--- src/rtl/fbg_pkg.sv ---
`timescale 1ns/1ps
package fbg_pkg;
  parameter int DIV_W   = 16;
  parameter int FRAC_W  = 4;
  parameter int DATA_W  = 8;
  parameter int ADDR_W  = 2;

  localparam logic [ADDR_W-1:0] ADR_DIV_LO = 2'd0;
  localparam logic [ADDR_W-1:0] ADR_DIV_HI = 2'd1;
  localparam logic [ADDR_W-1:0] ADR_FRAC   = 2'd2;
  localparam logic [ADDR_W-1:0] ADR_FEAT   = 2'd3;

  typedef enum logic [1:0] {
    OVS_16  = 2'b00,
    OVS_8   = 2'b01,
    OVS_4   = 2'b10,
    OVS_RSV = 2'b11
  } ovsMode_e;

  typedef struct packed {
    logic               reload;
    logic [DIV_W-1:0]   divisor;
    logic [FRAC_W-1:0]  frac;
    ovsMode_e           mode;
  } ctrlStrobe_t;
endpackage

--- src/rtl/fbg_regs.sv ---
`timescale 1ns/1ps
module fbg_regs
  import fbg_pkg::*;
#(
  parameter logic [DATA_W-1:0] ID_CODE  = 8'h02,
  parameter logic [DATA_W-1:0] REV_CODE = 8'h01,
  parameter int                FEAT_BIT = 4
) (
  input  logic              clk,
  input  logic              rstN,
  input  logic              wrEn,
  input  logic [ADDR_W-1:0] addr,
  input  logic [DATA_W-1:0] wrData,
  output logic [DATA_W-1:0] rdData,
  output logic              featEn,
  output ctrlStrobe_t       ctrl
);
  localparam int PAD_W = DATA_W - FRAC_W - 2;

  logic [DATA_W-1:0] divLo, divHi;
  logic [FRAC_W-1:0] fracQ;
  ovsMode_e          modeQ;
  logic              reloadQ;
  logic              divZero;
  logic              acceptCfg;

  assign divZero   = ({divHi, divLo} == '0);
  assign acceptCfg = wrEn && ((addr == ADR_DIV_LO) || (addr == ADR_DIV_HI) ||
                              ((addr == ADR_FRAC) && featEn));

  always_ff @(posedge clk) begin
    if (!rstN) begin
      divLo   <= '0;
      divHi   <= '0;
      fracQ   <= '0;
      modeQ   <= OVS_16;
      featEn  <= 1'b0;
      reloadQ <= 1'b0;
    end else begin
      reloadQ <= acceptCfg;
      if (wrEn) begin
        case (addr)
          ADR_DIV_LO: divLo <= wrData;
          ADR_DIV_HI: divHi <= wrData;
          ADR_FRAC: if (featEn) begin
            fracQ <= wrData[FRAC_W-1:0];
            modeQ <= ovsMode_e'(wrData[FRAC_W+1:FRAC_W]);
          end
          default:    featEn <= wrData[FEAT_BIT];
        endcase
      end
    end
  end

  always_comb begin
    rdData = '0;
    case (addr)
      ADR_DIV_LO: rdData = divZero ? ID_CODE  : divLo;
      ADR_DIV_HI: rdData = divZero ? REV_CODE : divHi;
      ADR_FRAC:   rdData = {{PAD_W{1'b0}}, modeQ, fracQ};
      default:    rdData[FEAT_BIT] = featEn;
    endcase
  end

  assign ctrl.reload  = reloadQ;
  assign ctrl.divisor = {divHi, divLo};
  assign ctrl.frac    = fracQ;
  assign ctrl.mode    = modeQ;
endmodule

--- src/rtl/fbg_datapath.sv ---
`timescale 1ns/1ps
module fbg_datapath
  import fbg_pkg::*;
#(
  parameter int MAX_RATIO = 16
) (
  input  logic        clk,
  input  logic        rstN,
  input  ctrlStrobe_t ctrl,
  output logic        sampleTick,
  output logic        baudTick
);
  localparam int SUB_W = $clog2(MAX_RATIO);

  logic [DIV_W-1:0]  cnt;
  logic [FRAC_W-1:0] acc;
  logic [SUB_W-1:0]  subCnt;
  logic [SUB_W-1:0]  subLimit;
  logic [FRAC_W:0]   phaseSum;
  logic              active;

  always_comb begin
    case (ctrl.mode)
      OVS_8:   subLimit = SUB_W'(MAX_RATIO / 2 - 1);
      OVS_4:   subLimit = SUB_W'(MAX_RATIO / 4 - 1);
      default: subLimit = SUB_W'(MAX_RATIO - 1);
    endcase
  end

  assign active     = (ctrl.divisor != '0);
  assign phaseSum   = {1'b0, acc} + {1'b0, ctrl.frac};
  assign sampleTick = active && !ctrl.reload && (cnt == '0);
  assign baudTick   = sampleTick && (subCnt == subLimit);

  always_ff @(posedge clk) begin
    if (!rstN) begin
      cnt    <= '0;
      acc    <= '0;
      subCnt <= '0;
    end else if (ctrl.reload) begin
      cnt    <= ctrl.divisor - DIV_W'(1);
      acc    <= '0;
      subCnt <= '0;
    end else if (active) begin
      if (cnt == '0) begin
        acc    <= phaseSum[FRAC_W-1:0];
        cnt    <= ctrl.divisor - DIV_W'(1) + DIV_W'(phaseSum[FRAC_W]);
        subCnt <= baudTick ? '0 : subCnt + SUB_W'(1);
      end else begin
        cnt <= cnt - DIV_W'(1);
      end
    end
  end
endmodule

--- src/rtl/fracBaudGen.sv ---
`timescale 1ns/1ps
module fracBaudGen
  import fbg_pkg::*;
(
  input  logic              clk,
  input  logic              rstN,
  input  logic              wrEn,
  input  logic [ADDR_W-1:0] addr,
  input  logic [DATA_W-1:0] wrData,
  output logic [DATA_W-1:0] rdData,
  output logic              sampleTick,
  output logic              baudTick
);
  ctrlStrobe_t ctrl;
  logic        featEn;

  fbg_regs u_regs (
    .clk(clk), .rstN(rstN), .wrEn(wrEn), .addr(addr), .wrData(wrData),
    .rdData(rdData), .featEn(featEn), .ctrl(ctrl)
  );

  fbg_datapath u_dp (
    .clk(clk), .rstN(rstN), .ctrl(ctrl),
    .sampleTick(sampleTick), .baudTick(baudTick)
  );
endmodule

--- config.mk ---
export PLATFORM = sky130hd
export DESIGN_NAME = fracBaudGen
export DESIGN_NICKNAME = d
export VERILOG_FILES = /design/src/rtl/fbg_pkg.sv /design/src/rtl/fbg_regs.sv /design/src/rtl/fbg_datapath.sv /design/src/rtl/fracBaudGen.sv
export SDC_FILE = /design/constraint.sdc
export NUM_CORES = 1
export LEC_CHECK = 0
export ABC_AREA = 1
export BUFFER_PORTS_ARGS = -buffer_cell sky130_fd_sc_hd__buf_2
export CORE_UTILIZATION = 60
export CTS_CLUSTER_DIAMETER = 150
export CTS_CLUSTER_SIZE = 10
export DETAILED_ROUTE_END_ITERATION = 10
export PLACE_DENSITY = 0.84
export SLEW_MARGIN = 20
export SYNTH_ARGS = -nofsm -noshare
export SYNTH_HDL_FRONTEND = slang
export SYNTH_HIERARCHICAL = 1
export SYNTH_SLANG_ARGS = --single-unit
--- constraint.sdc ---
create_clock -name clk -period 3 [get_ports clk]
set_clock_uncertainty 0.2 [all_clocks]
set_input_delay 0.15 -clock clk [delete_from_list [all_inputs] [get_ports clk]]
set_output_delay 0.15 -clock clk [all_outputs]
set_load 0.05 [all_outputs]
==> results_dict.tcl <==
set metrics [dict create \
    final_max_slew_viol_count 0 \
    critical_path.endpoint_type "register" \
    globalRouteMet1Util_pct 41.0 \
    die_area_mm2 0.00656 \
    global_route.usage.met2_pct 59.2 \
    run_status "finished, final reports clean" \
    hold_class "input port to register" \
    numCtsBuffers 5 \
    fill_cells 516 \
    min_period_over_period_pct 93.1 \
    min_path_cells 3 \
    drt_wl_total_um 10500 \
    hold_end "u_dp/cnt[15]" \
    ys_async_sr_fraction_pct 0 \
    worstSetupPathType "register to register" \
    finalPower_mw 2.56 \
    postSynthAreaPerCell_um2 6.45 \
    cts_max_level 2 \
    slew_headroom_pct 55.2 \
    syn_inst 580 \
    io-pin-count 23 \
    fin_tns_setup_ps 0 \
    vias 4081 \
    grtUsageMet3_pct 4.38 \
    vias_per_cell 5.86 \
    die_y_um 81.0 \
    stdcell_count 696 \
    pre_cts_ws_ps 82.2 \
    power.density_mw_per_mm2 612 \
    dr.pass1.iters 5 \
    report.final.setup_viol 0 \
    grt_pass1_vias 3851 \
    grt_remaining_overflow 0 \
    grt_antenna_before_repair 0 \
    hp-start "rstN" \
    gp_congestion 0.946 \
    clkTransAtPathRegs_ps 100 \
    rows 28 \
    clock_path_buffers 2 \
    finalHoldViolCount 0 \
    dp_cells 673 \
    min_period_ps 2790 \
    worst_ep_arrival_time_ps 2820 \
    fin_nets 645 \
    final_core_util_pct 70.3 \
    multiInputGateArea_mm2 0.00240 \
    ys_ff_latch 48 \
    synthesis.nets 605 \
    drc 0 \
    cp-start-kind "register" \
    synth_top_flop_cell "dfxtp_1" \
    reg2reg_slack_ps 210 \
    placed_area_mm2 0.00393 \
    grt_start_max_net_pins 31 \
    wl_per_cell_um 15.1 \
    layout_commonest_cell "nand2_1" \
    initial_core_util_pct 62.9 \
    numClockSinks 48 \
    grt.total_usage_pct 33.7 \
    clk_latency_ps 310 \
    die_x_um 81.0 \
    ys_seq_area_share_pct 25.7 \
    root_buffer "clkbuf_8" \
    syn_area_mm2 0.00374 \
    synth_edf_count 0 \
    r2r-start "u_regs/fracQ[0]" \
    finalWorstSetupSlack_ps 207 \
    required_ps 3020 \
    drive_gt1_share_pct 16.4 \
    yosysUniqueCellTypes 45 \
    p_leak_nw 1.88 \
    synth_top_cell_by_area "dfxtp_1" \
    final_cell_mix "nand2_1, nor2_1, inv_1" \
    synth_top_area_share_pct 25.7 \
    worstPathMaxFanout 3 \
    ir_drop_v 0.000378 \
    grt_pass1_wl_um 17100 \
    fmax_mhz 358 \
    seq_area_um2 963 \
    dp_hpwl_um 7620 \
    grt_most_used_layer "met2" \
    cap_violations 0 \
    drtIter0Drc 355 \
    postRouteAntennaNets 0 \
    holdWs_ps 50.1 \
    tightest_slew_ps 671 \
    io_buffers 22 \
    rr_worst_depth 19 \
    antenna_cells 0 \
    synth_area_leaders "dfxtp_1, nand2_1, nor2_1, inv_1, o21ai_0" \
    worstReg2RegEnd "u_dp/cnt[10]" \
    area_growth_pct 11.8 \
    yosys_warnings 6 \
    stdcell_area_mm2 0.00419 \
    core_mm2 0.00596 \
    cts_tree "done" \
]
==> critical path: stages, from the launching register on <==
cell	delay (ps)
dfxtp_2	360
ha_1	170
inv_1	60
fa_2	350
o21ai_1	130
ha_1	170
ha_1	170
inv_1	70
nor2_4	120
nand2_2	80
nor2_4	140
nand2_2	100
nor2_4	110
inv_2	70
nor2_4	90
nand2_1	60
nand3b_1	80
nand3_1	60
nand2_1	70
inv_1	40
==> routing by layer <==
layer / vias up / share of wire [%]
met5: - / 0
met3: 27 / 7.2
met2: 165 / 48
li1: 1971 / -
met1: 1918 / 42
met4: 0 / 2.6
==> cells by family after synthesis <==
family	synth area share [%]
AND/OR/NAND/NOR	39.8
AO/OA/AOI/OAI	17.2
buffers and inverters	10.3
flip-flops	25.7
XOR/XNOR	2.81
adder cells (fa/ha/maj)	4.21
==> power by group <==
part | total [mW] | switching, mW | internal [mW]
Clock | 0.499 | 0.248 | 0.252
Combinational | 1.20 | 0.796 | 0.407
Sequential | 0.861 | 0.120 | 0.740
==> layout make-up <==
| class | instances | area share [%] |
|---|---|---|
| clock inverter | 3 | 1.11 |
| multi-input combinational | 436 | 57.3 |
| clock buffer | 5 | 1.64 |
| sequential | 48 | 23.0 |
| timing repair buffer | 40 | 6.52 |
| inverter | 89 | 8.13 |
| tap | 75 | 2.24 |
==> cell usage after synthesis, drive strengths merged (3+ instances only) <==
master,instances
a211oi,4
inv,85
o211ai,8
dfxtp,48
nand4,10
clkinv,4
a21oi,33
o221ai,6
ha,11
buf,3
xor2,10
nor3,6
nand2,132
o21ai,49
nand3,41
nor2,108
a31oi,3
clkbuf,4
==> flip-flops by register name, summed over array words and instances, names as in the netlist <==
register,count
u_regs/featEn,1
u_regs/modeQ,2
u_regs/divLo,8
u_dp/acc,4
u_regs/fracQ,4
u_regs/reloadQ,1
u_dp/cnt,16
u_regs/divHi,8
u_dp/subCnt,4
==> worst max path at each step <==
| stage | startpoint | to |
|---|---|---|
| 2_1_floorplan | u_regs/fracQ[0] | u_dp/cnt[10] |
| 3_3_place_gp | u_regs/fracQ[0] | u_dp/cnt[10] |
| 3_5_place_dp | u_regs/fracQ[0] | u_dp/cnt[10] |
| 4_1_cts | u_regs/fracQ[0] | u_dp/cnt[10] |
| 5_1_grt | u_regs/fracQ[0] | u_dp/cnt[10] |
| 6_report | u_regs/fracQ[0] | u_dp/cnt[10] |
==> repair_timing <==
action                     in CTS  in global routing
hold endpoints to repair       24                  0
setup buffers                   0                  4
setup endpoints to repair       0                  2
hold buffers                   11                  0
resized for setup               0                  4
(Power assumes the default switching activity.)
